<file path="config.mk">
export PLATFORM = sky130hd
export DESIGN_NAME = bus_handover_ctrl
export DESIGN_NICKNAME = d
export VERILOG_FILES = /design/src/rtl/bho_pkg.sv /design/src/rtl/bho_req_sync.sv /design/src/rtl/bho_fsm.sv /design/src/rtl/bho_ctrl_out.sv /design/src/rtl/bus_handover_ctrl.sv
export SDC_FILE = /design/constraint.sdc
export NUM_CORES = 1
export LEC_CHECK = 0
export ABC_AREA = 1
export BUFFER_PORTS_ARGS = -buffer_cell sky130_fd_sc_hd__buf_2
export CAP_MARGIN = 15
export CORE_AREA = 4 4 41 43
export CTS_BUF_LIST = sky130_fd_sc_hd__clkbuf_4
export DETAILED_ROUTE_END_ITERATION = 6
export DIE_AREA = 0 0 45 47
export PLACE_DENSITY_LB_ADDON = 0.2
export SLEW_MARGIN = 10
export SYNTH_ARGS = -nofsm -noshare
export SYNTH_HDL_FRONTEND = slang
export SYNTH_SLANG_ARGS = --single-unit
</file>
<file path="constraint.sdc">
create_clock -name clk -period 2.5 [get_ports clk]
set_input_delay 0.25 -clock clk [delete_from_list [all_inputs] [get_ports clk]]
set_output_delay 0.25 -clock clk [all_outputs]
set_load 0.01 [all_outputs]
</file>
<file path="src/rtl/bho_pkg.sv">
package bho_pkg;

  typedef enum logic [1:0] {
    ST_OWNED      = 2'd0,
    ST_NEG_REL    = 2'd1,
    ST_RELEASED   = 2'd2,
    ST_NEG_REGAIN = 2'd3
  } bho_state_e;

endpackage

</file>
<file path="src/rtl/bho_req_sync.sv">
module bho_req_sync #(
  parameter int STAGES = 2
) (
  input  logic clk,
  input  logic rst_n,
  input  logic req_async_i,
  output logic req_sync_o
);
  localparam int LAST = STAGES - 1;

  logic [LAST:0] stage_q;
  logic [LAST:0] stage_d;

  // shift chain toward the used end
  generate
    if (STAGES == 1) begin : g_single
      assign stage_d = req_async_i;
    end else begin : g_chain
      assign stage_d = {stage_q[LAST-1:0], req_async_i};
    end
  endgenerate

  always_ff @(posedge clk or negedge rst_n) begin
    if (!rst_n) stage_q <= '0;
    else        stage_q <= stage_d;
  end

  assign req_sync_o = stage_q[LAST];

  // the used output only repeats the older stage (no direct path)
  a_r1_sync_delay: assert property (@(posedge clk) disable iff (!rst_n)
    (STAGES > 1) |=> (req_sync_o == $past(stage_q[LAST-((STAGES>1)?1:0)])));

endmodule

</file>
<file path="src/rtl/bho_fsm.sv">
module bho_fsm
  import bho_pkg::*;
(
  input  logic       clk,
  input  logic       rst_n,
  input  logic       req_s_i,
  input  logic       cycle_busy_i,
  output bho_state_e state_o,
  output logic       hold_o
);
  bho_state_e state_q, state_d;
  logic       go_release;

  assign go_release = req_s_i & ~cycle_busy_i;

  always_comb begin
    state_d = state_q;
    unique case (state_q)
      ST_OWNED:      if (go_release) state_d = ST_NEG_REL;
      ST_NEG_REL:    state_d = ST_RELEASED;
      ST_RELEASED:   if (!req_s_i) state_d = ST_NEG_REGAIN;
      ST_NEG_REGAIN: state_d = ST_OWNED;
      default:       state_d = ST_OWNED;
    endcase
  end

  always_ff @(posedge clk or negedge rst_n) begin
    if (!rst_n) state_q <= ST_OWNED;
    else        state_q <= state_d;
  end

  assign state_o = state_q;
  assign hold_o  = (state_q != ST_OWNED) | (state_q == ST_OWNED & go_release);

  // a running cycle keeps the bus owned
  a_r3_wait_boundary: assert property (@(posedge clk) disable iff (!rst_n)
    (state_q == ST_OWNED && cycle_busy_i) |=> (state_q == ST_OWNED));
  // negate-before-release lasts exactly one clock
  a_r4_one_negate: assert property (@(posedge clk) disable iff (!rst_n)
    (state_q == ST_NEG_REL) |=> (state_q == ST_RELEASED));
  // regain negate lasts exactly one clock
  a_r6_one_regain: assert property (@(posedge clk) disable iff (!rst_n)
    (state_q == ST_NEG_REGAIN) |=> (state_q == ST_OWNED));
  // sequencer held whenever not in normal operation
  a_r7_hold: assert property (@(posedge clk) disable iff (!rst_n)
    (state_q != ST_OWNED) |-> hold_o);

endmodule

</file>
<file path="src/rtl/bho_ctrl_out.sv">
module bho_ctrl_out
  import bho_pkg::*;
#(
  parameter int              N_CTRL   = 4,
  parameter logic [N_CTRL-1:0] IDLE_LVL = '1
) (
  input  bho_state_e        state_i,
  input  logic [N_CTRL-1:0] drive_i,
  output logic [N_CTRL-1:0] ctrl_o,
  output logic [N_CTRL-1:0] oe_o,
  output logic              ack_o
);
  logic pass, enable;

  assign pass   = (state_i == ST_OWNED);
  assign enable = (state_i != ST_RELEASED);
  assign ack_o  = (state_i == ST_RELEASED);

  generate
    for (genvar i = 0; i < N_CTRL; i++) begin : g_line
      assign ctrl_o[i] = pass ? drive_i[i] : IDLE_LVL[i];
      assign oe_o[i]   = enable;
    end
  endgenerate

endmodule

</file>
<file path="src/rtl/bus_handover_ctrl.sv">
module bus_handover_ctrl
  import bho_pkg::*;
#(
  parameter int                N_CTRL      = 4,
  parameter logic [N_CTRL-1:0] IDLE_LVL    = '1,
  parameter int                SYNC_STAGES = 2
) (
  input  logic              clk,
  input  logic              rst_n,
  input  logic              bus_req_i,
  input  logic              cycle_busy_i,
  input  logic [N_CTRL-1:0] ctrl_drive_i,
  output logic [N_CTRL-1:0] ctrl_o,
  output logic [N_CTRL-1:0] ctrl_oe_o,
  output logic              bus_ack_o,
  output logic              hold_o
);
  localparam logic [N_CTRL-1:0] ALL_ON = '1;

  logic       req_s;
  bho_state_e state;

  bho_req_sync #(.STAGES(SYNC_STAGES)) u_sync (
    .clk(clk), .rst_n(rst_n), .req_async_i(bus_req_i), .req_sync_o(req_s)
  );

  bho_fsm u_fsm (
    .clk(clk), .rst_n(rst_n), .req_s_i(req_s), .cycle_busy_i(cycle_busy_i),
    .state_o(state), .hold_o(hold_o)
  );

  bho_ctrl_out #(.N_CTRL(N_CTRL), .IDLE_LVL(IDLE_LVL)) u_out (
    .state_i(state), .drive_i(ctrl_drive_i),
    .ctrl_o(ctrl_o), .oe_o(ctrl_oe_o), .ack_o(bus_ack_o)
  );

  // acknowledge only with lines tri-stated
  a_r5_ack_tristate: assert property (@(posedge clk) disable iff (!rst_n)
    bus_ack_o |-> (ctrl_oe_o == '0));
  // lines were at inactive level just before tri-state
  a_r2_negate_first: assert property (@(posedge clk) disable iff (!rst_n)
    (ctrl_oe_o == '0 && $past(ctrl_oe_o) == ALL_ON) |-> ($past(ctrl_o) == IDLE_LVL));
  // first driven cycle after regain is inactive
  a_r6_regain_idle: assert property (@(posedge clk) disable iff (!rst_n)
    (ctrl_oe_o == ALL_ON && $past(ctrl_oe_o) == '0) |-> (ctrl_o == IDLE_LVL && !bus_ack_o));
  // output enables move together
  a_r8_oe_uniform: assert property (@(posedge clk) disable iff (!rst_n)
    (ctrl_oe_o == '0) || (ctrl_oe_o == ALL_ON));

endmodule

</file>
==> reports/metrics.csv, run 1 <==
stage;metric;value;unit
global_route;overflow;0;
place;place_area;350;um2
worst_setup_path;path_buf_inv;2;
clock_network;cts_hold_buf;1;
die;ios;18;
sta;fin_tns_setup;0;ns
synth;synth_xor_area_share;0;%
worst_setup_path;cp.arrival;1.23;ns
worst_setup_path;path_max_fanout;5;
layout;layout_commonest_cell;buf_2;
global_route;grt_max_degree;6;
layout;multi_input_area;116;um2
layout;fin_area;383;um2
die;die_x;45;um
sta;fin_ws;1.02;ns
place;dpl.hpwl;429;um
layout;fill_cells;151;
routing;vias;241;
synth;synthDistinctLibCells;8;
sta;rsz0062_at_grt;false;
pwr;pwr-share-comb;59.6;%
pwr;seq_power_share;22.6;%
pwr;swShare;43.0;%
sta;hold_violations;0;
synth;synthAdderAreaFrac;18.1;%
worst_setup_path;critPathKind;flop to primary output;
clock_network;cts_sinks;4;
routing;top_layer;met3;
synth;syn_area;277;um2
layout;antenna_cells;0;
clock_network;postCtsResizedCells;0;
synth;ys_top_cells_by_area;dfrtp_1 (36%), ha_1 (18%), nand2_1 (14%);
sta;maxSlewViolCount;0;
routing;drt_iter0_drc;0;
clock_network;cts_made_buffers;3;
hold_path;min_path_type;primary input to flop;
global_route;grt_pass1_wl;800;um
pwr;clkPwrFrac;17.8;%
routing;antenna_left;0;
routing;drt_wl_total;508;um
clock_network;cts_tree;yes;
clock_network;postCtsSetupBuffers;0;
worst_setup_path;critPathTopFamily;flip-flops;
synth;yosys.area_share.simple;24.0;%
pwr;cellLeakagePower;0.230;nW
layout;syn2layout_area_growth;38.5;%
synth;synthMuxAreaShare;0;%
worst_setup_path;end_kind;primary output;
clock_network;root_buffer;clkbuf_4;
die;dieArea;2120;um2
place;dp_slack;1.25;ns
sta;fin_hold_ws;0.127;ns
place;numPortBuffers;17;
pwr;power_density;1120;nW/um2
clock_network;clk_pin_slew;0.04;ns
worst_setup_path;cp.required;2.25;ns
synth;synth_top_family_by_area;simple AND/OR/NAND/NOR gates;
flow_run;drv_cap;0;
global_route;antenna_found_initial;0;
synth;synth_seq_area_share;36.2;%
synth;avgSynthCellArea;7.90;um2
routing;detail_route.vias_per_cell;3.60;
die;fp-row-count;13;
die;die-height;47;um
sta;period_share;59.2;%
routing;wl_per_cell;7.58;um
routing;drcViolationCount;0;
sta;period_minus_slack;1.48;ns
pwr;irDropWorstVdd;0.491;mV
sta;finClkSkew;0.000688;ns
pwr;switchingPower;0.185;mW
sta;setup_viol;0;
worst_setup_path;start_kind;flop;
sta;worstMarginPinSlew;0.179;ns
place;place_congestion;0.593;
synth;yosys.area.top_type;dfrtp_1;
sta;max_freq;0.676;GHz
routing;firstDrtPassIters;1;
outcome;outcome;complete, no violations;
synth;syn_inst;35;
routing;dr_wl_met3;81;um
routing;wirelength_met1;191;um
pwr;power;0.431;mW
synth;synth_seq_cells;4;
synth;synth_top_area_share;36.2;%
synth;synth-compound-area-share;0;%
global_route;grt_pass1_vias;230;
layout;regArea;100;um2
routing;met2_length;234;um
synth;ys_warn_count;0;
clock_network;cts_buffer_depth;2;
sta;relSlewSlack;88.0;%
layout;final_cell_mix;buf_2 (17), nand2_1 (10), inv_1 (8), ha_1 (4), dfrtp_1 (4);
worst_setup_path;slowest_stage;dfrtp_1;
pwr;p_int;0.246;mW
synth;mappedNetlistNets;47;
die;start_util;21.2;%
worst_setup_path;cp_slowest_stage_delay;0.36;ns
clock_network;htree_levels;1;
worst_setup_path;path_cells;inv_1 -> ha_1 -> nand2_2 -> buf_2;
layout;drive_above_1_share;42.3;%
die;core_area;1300;um2
layout;final_nets;66;
global_route;grt_use_total;5.63;%
clock_network;clk_latency;0.23;ns
layer usage:
| layer | GRT usage [%] | vias to the layer above |
|---|---|---|
| met5 | 0 | - |
| met4 | 7.02 | 0 |
| met3 | 1.53 | 0 |
| met2 | 9.32 | 12 |
| met1 | 5.05 | 97 |
| li1 | - | 132 |
Yosys cell counts, drive strengths merged:
cell type and count:
nand2 12, inv 8, buf 4, dfrtp 4, ha 4, nand3 2, or2 1
cells by family (layout without fill, tap and decap cells):
group,after synthesis,after routing
simple gates,15,15
fa+ha+maj,4,4
flops,4,4
buf+inv,12,29
final timing paths:
kind	slack, ns	to	startpoint	cells past startpoint
worst min-delay path	0.13	u_sync.stage_q[0]	bus_req_i	1
worst max-delay path	1.02	hold_o	u_fsm.state_o[0]	4
worst min register to register	0.35	u_sync.stage_q[1]	u_sync.stage_q[0]	0
max in group asynchronous	2.03	u_fsm.state_o[1]	rst_n	2
min in group asynchronous	0.35	u_sync.stage_q[1]	rst_n	2
worst max register to register	1.40	u_fsm.state_o[0]	u_fsm.state_o[1]	5
area by class of cell:
| cell class | count | share of cell area, % |
|---|---|---|
| clock buffers | 3 | 5.88 |
| repair buffers | 18 | 24.8 |
| flip-flops and latches | 4 | 26.1 |
| multi-input cells | 19 | 30.4 |
| inverters | 8 | 7.84 |
| well taps | 15 | 4.90 |
stage by stage:
stage,utilization (%),instances
finish,29.4,67
global route,29.4,67
CTS,29.4,67
detailed placement,26.9,63
global placement,26.9,63
floorplan,-,35
worst register-to-register path: stages (launching register included):
cell     delay (ns)
dfrtp_1        0.38
inv_1          0.08
ha_1           0.17
or2_1          0.22
nand3_1        0.08
nand2_1        0.06
state kept, by name (all words and copies together) (netlist names):
| register | flops |
|---|---|
| u_fsm.state_o | 2 |
| u_sync.stage_q | 2 |
power groups by stage:
stage	Clock [mW]	Combinational, mW	Sequential, mW
final	0.0766	0.257	0.0973
after global routing	0.0867	0.300	0.101
after CTS	0.0831	0.266	0.0977
after detailed placement	0	0.262	0.0986
after global placement	0	0.267	0.0987
after floorplan	0	0.211	0.0960
(Power assumes the default switching activity.)
==> inputs of run 2 (changes only) <==
--- a/config.mk
+++ b/config.mk
@@ -5,7 +5,7 @@
 export SDC_FILE = /design/constraint.sdc
 export NUM_CORES = 1
 export LEC_CHECK = 0
-export ABC_AREA = 1
+export ABC_AREA = 0
 export BUFFER_PORTS_ARGS = -buffer_cell sky130_fd_sc_hd__buf_2
 export CAP_MARGIN = 15
 export CORE_AREA = 4 4 41 43
==> constraint.sdc (replaced) <==
create_clock -name clk -period 1.25 [get_ports clk]
set_input_delay 0.125 -clock clk [delete_from_list [all_inputs] [get_ports clk]]
set_output_delay 0.125 -clock clk [all_outputs]
set_load 0.01 [all_outputs]
==> reports/metrics.csv, run 2 <==
stage;metric;value;unit;change
outcome;outcome;finished with violations;;
outcome;violations;setup timing;;
die;dieArea;2120;um2;unchanged
clock_network;cts_buffer_depth;2;;unchanged
pwr;irDropWorstVdd;0.913;mV;+86%
routing;detail_route.vias_per_cell;3.89;;+8.2%
synth;synth.most_common_cell;nand2b_1;;
clock_network;cts_sinks;4;;unchanged
hold_path;min_path_type;primary input to async pin;;
worst_setup_path;path_buf_inv;3;;+1
layout;antenna_cells;0;;unchanged
synth;synthDistinctLibCells;10;;+2
sta;relSlewSlack;87.2;%;-0.88 points
synth;synthArstFlopShare;100;%;unchanged
worst_setup_path;path_max_fanout;5;;unchanged
worst_setup_path;cp.required;1.12;ns;-1.13 ns
global_route;overflow;0;;unchanged
die;die_x;45;um;unchanged
layout;layout_commonest_cell;buf_2;;
worst_setup_path;cp_slowest_stage_delay;0.39;ns;+0.03 ns
routing;vias;249;;+3.3%
routing;wl_per_cell;9.17;um;+21%
synth;synth_edf_count;0;;unchanged
worst_setup_path;path_cells;inv_2 -> ha_4 -> buf_6 -> nand2b_1 -> buf_2;;
sta;worstMarginPinSlew;0.193;ns;+0.0133 ns
sta;maxSlewViolCount;0;;unchanged
sta;setup_viol;5;;+5
die;core_area;1300;um2;unchanged
synth;ys_warn_count;0;;unchanged
worst_setup_path;slowest_stage;dfrtp_1;;
synth;avgSynthCellArea;10.6;um2;+34%
place;dp_slack;-0.0163;ns;-1.26 ns
worst_setup_path;critPathTopFamily;flip-flops;;
place;numPortBuffers;17;;unchanged
layout;final-instance-count-excl-fill;64;;-4.5%
die;fp-row-count;13;;unchanged
pwr;cellLeakagePower;0.232;nW;+0.75%
routing;drt_iter0_drc;3;;+3
global_route;grt_pass1_wl;828;um;+3.5%
worst_setup_path;end_kind;primary output;;
sta;rsz0062_at_grt;true;;
worst_setup_path;cp.arrival;1.14;ns;-0.09 ns
die;start_util;20.3;%;-0.96 points
synth;synth_seq_area_share;37.9;%;+1.7 points
clock_network;root_buffer;clkbuf_4;;
synth;syn_area;264;um2;-4.5%
synth;synthTopCellsByCount;nand2b_1 (5), buf_4 (4), dfrtp_1 (4), ha_1 (4), inv_1 (3);;
synth;ys_top_cells_by_area;dfrtp_1 (38%), ha_1 (19%), nand2b_1 (12%);;
sta;fin_tns_setup;-0.0372;ns;-0.0372 ns
sta;finClkSkew;0.00103;ns;+0.000346 ns
routing;firstDrtPassIters;4;;+3
die;die-height;47;um;unchanged
place;dpl.hpwl;493;um;+15%
sta;period_share;101;%;
routing;antenna_left;0;;unchanged
clock_network;cts_made_buffers;3;;unchanged
synth;synth-main-ff-cell;dfrtp_1;;
clock_network;clk_latency;0.23;ns;about the same
synth;mappedNetlistNets;37;;-21%
worst_setup_path;start_kind;flop;;
sta;fin_ws;-0.0117;ns;-1.03 ns
synth;synth_seq_cells;4;;unchanged
layout;final_nets;63;;-4.5%
layout;syn2layout_area_growth;75.8;%;
global_route;grt_max_degree;6;;unchanged
clock_network;cts_tree;yes;;
synth;synth_top_area_share;37.9;%;+1.7 points
sta;max_freq;0.793;GHz;
routing;drcViolationCount;0;;unchanged
place;dp.cells;57;;-9.5%
global_route;grt_pass1_vias;236;;+2.6%
sta;hold_violations;0;;unchanged
clock_network;clk_pin_slew;0.04;ns;about the same
place;place_congestion;0.699;;+18%
pwr;power;1.15;mW;+170%
die;ios;18;;unchanged
worst_setup_path;critPathKind;flop to primary output;;
pwr;power_density;2480;nW/um2;+120%
flow_run;drv_cap;0;;unchanged
sta;period_minus_slack;1.26;ns;
layout;drive_above_1_share;67.3;%;+25 points
synth;syn_inst;25;;-29%
clock_network;htree_levels;1;;unchanged
global_route;grt_use_total;5.93;%;+0.31 points
global_route;antenna_found_initial;0;;unchanged
routing;drt_wl_total;587;um;+16%
layout;final_cell_mix;buf_2 (16), nand2b_1 (5), buf_4 (5), dfrtp_1 (4);;
synth;yosys.area.top_type;dfrtp_1;;
run 2: final timing paths:
kind                       cells after the start  slack (ns)               from                end
setup / recovery                               5       -0.01   u_fsm.state_o[1]          ctrl_o[2]
hold / removal                                 2        0.22              rst_n   u_fsm.state_o[0]
setup reg to reg                               3       -0.01   u_fsm.state_o[1]   u_fsm.state_o[1]
hold reg to reg                                0        0.34  u_sync.stage_q[0]  u_sync.stage_q[1]
max in group asynchronous                      2        0.92              rst_n  u_sync.stage_q[1]
min in group clk                               0        0.34  u_sync.stage_q[0]  u_sync.stage_q[1]
run 2: area by class of cell:
class                           count  area [um2]
Clock buffer                        3        22.5
Fill cell                         147         837
Inverter                            3        11.3
Timing Repair Buffer               25         160
Multi-Input combinational cell     14         151
Tap cell                           15        18.8
Sequential cell                     4         100
run 2: logic make-up (layout without fill, tap and decap cells):
| group | Yosys count | after routing | synth area share, % |
|---|---|---|---|
| fa+ha+maj | 4 | 4 | 19.0 |
| mux | 2 | 2 | 8.06 |
| flops | 4 | 4 | 37.9 |
| simple gates | 7 | 7 | 14.7 |
| buf+inv | 7 | 31 | 15.6 |
| compound gates | 1 | 1 | 4.74 |
run 2: metal layers:
layer	track usage [%]	routed length, um	vias up
li1	-	-	121
met1	4.11	197	116
met2	11.0	318	12
met3	2.30	71	0
met4	7.02	0	0
met5	0	0	-
run 2: report_power, final:
| part | total, mW | internal [mW] | switching [mW] | leakage [nW] |
|---|---|---|---|---|
| Sequential | 0.194 | 0.171 | 0.0230 | 0.0468 |
| Clock | 0.157 | 0.107 | 0.0495 | 0.0138 |
| Combinational | 0.801 | 0.442 | 0.359 | 0.171 |
run 2: timing repair:
action,in CTS,in global routing
resized for setup,5,4
endpoints found under the hold margin,5,0
hold buffers,2,0
buffers inserted,1,1
endpoints found under the setup margin,6,12
cloned,0,0
run 2: worst register-to-register path: cells and delay by family (launching register included):
| kind | cells | cell delay (ns) |
|---|---|---|
| AOI/OAI and AO/OA | 1 | 0.21 |
| adders and majority gates | 1 | 0.22 |
| DFF | 1 | 0.39 |
| muxes | 1 | 0.32 |
run 2: through the flow:
stage	hold WS (ns)	cell area (um2)	utilization (%)
2_1_floorplan	-0.171	267	-
3_3_place_gp	-0.0675	370	28.5
3_5_place_dp	-0.0658	370	28.5
4_1_cts	0.213	438	33.7
5_1_grt	0.232	464	35.7
6_report	0.218	464	35.7
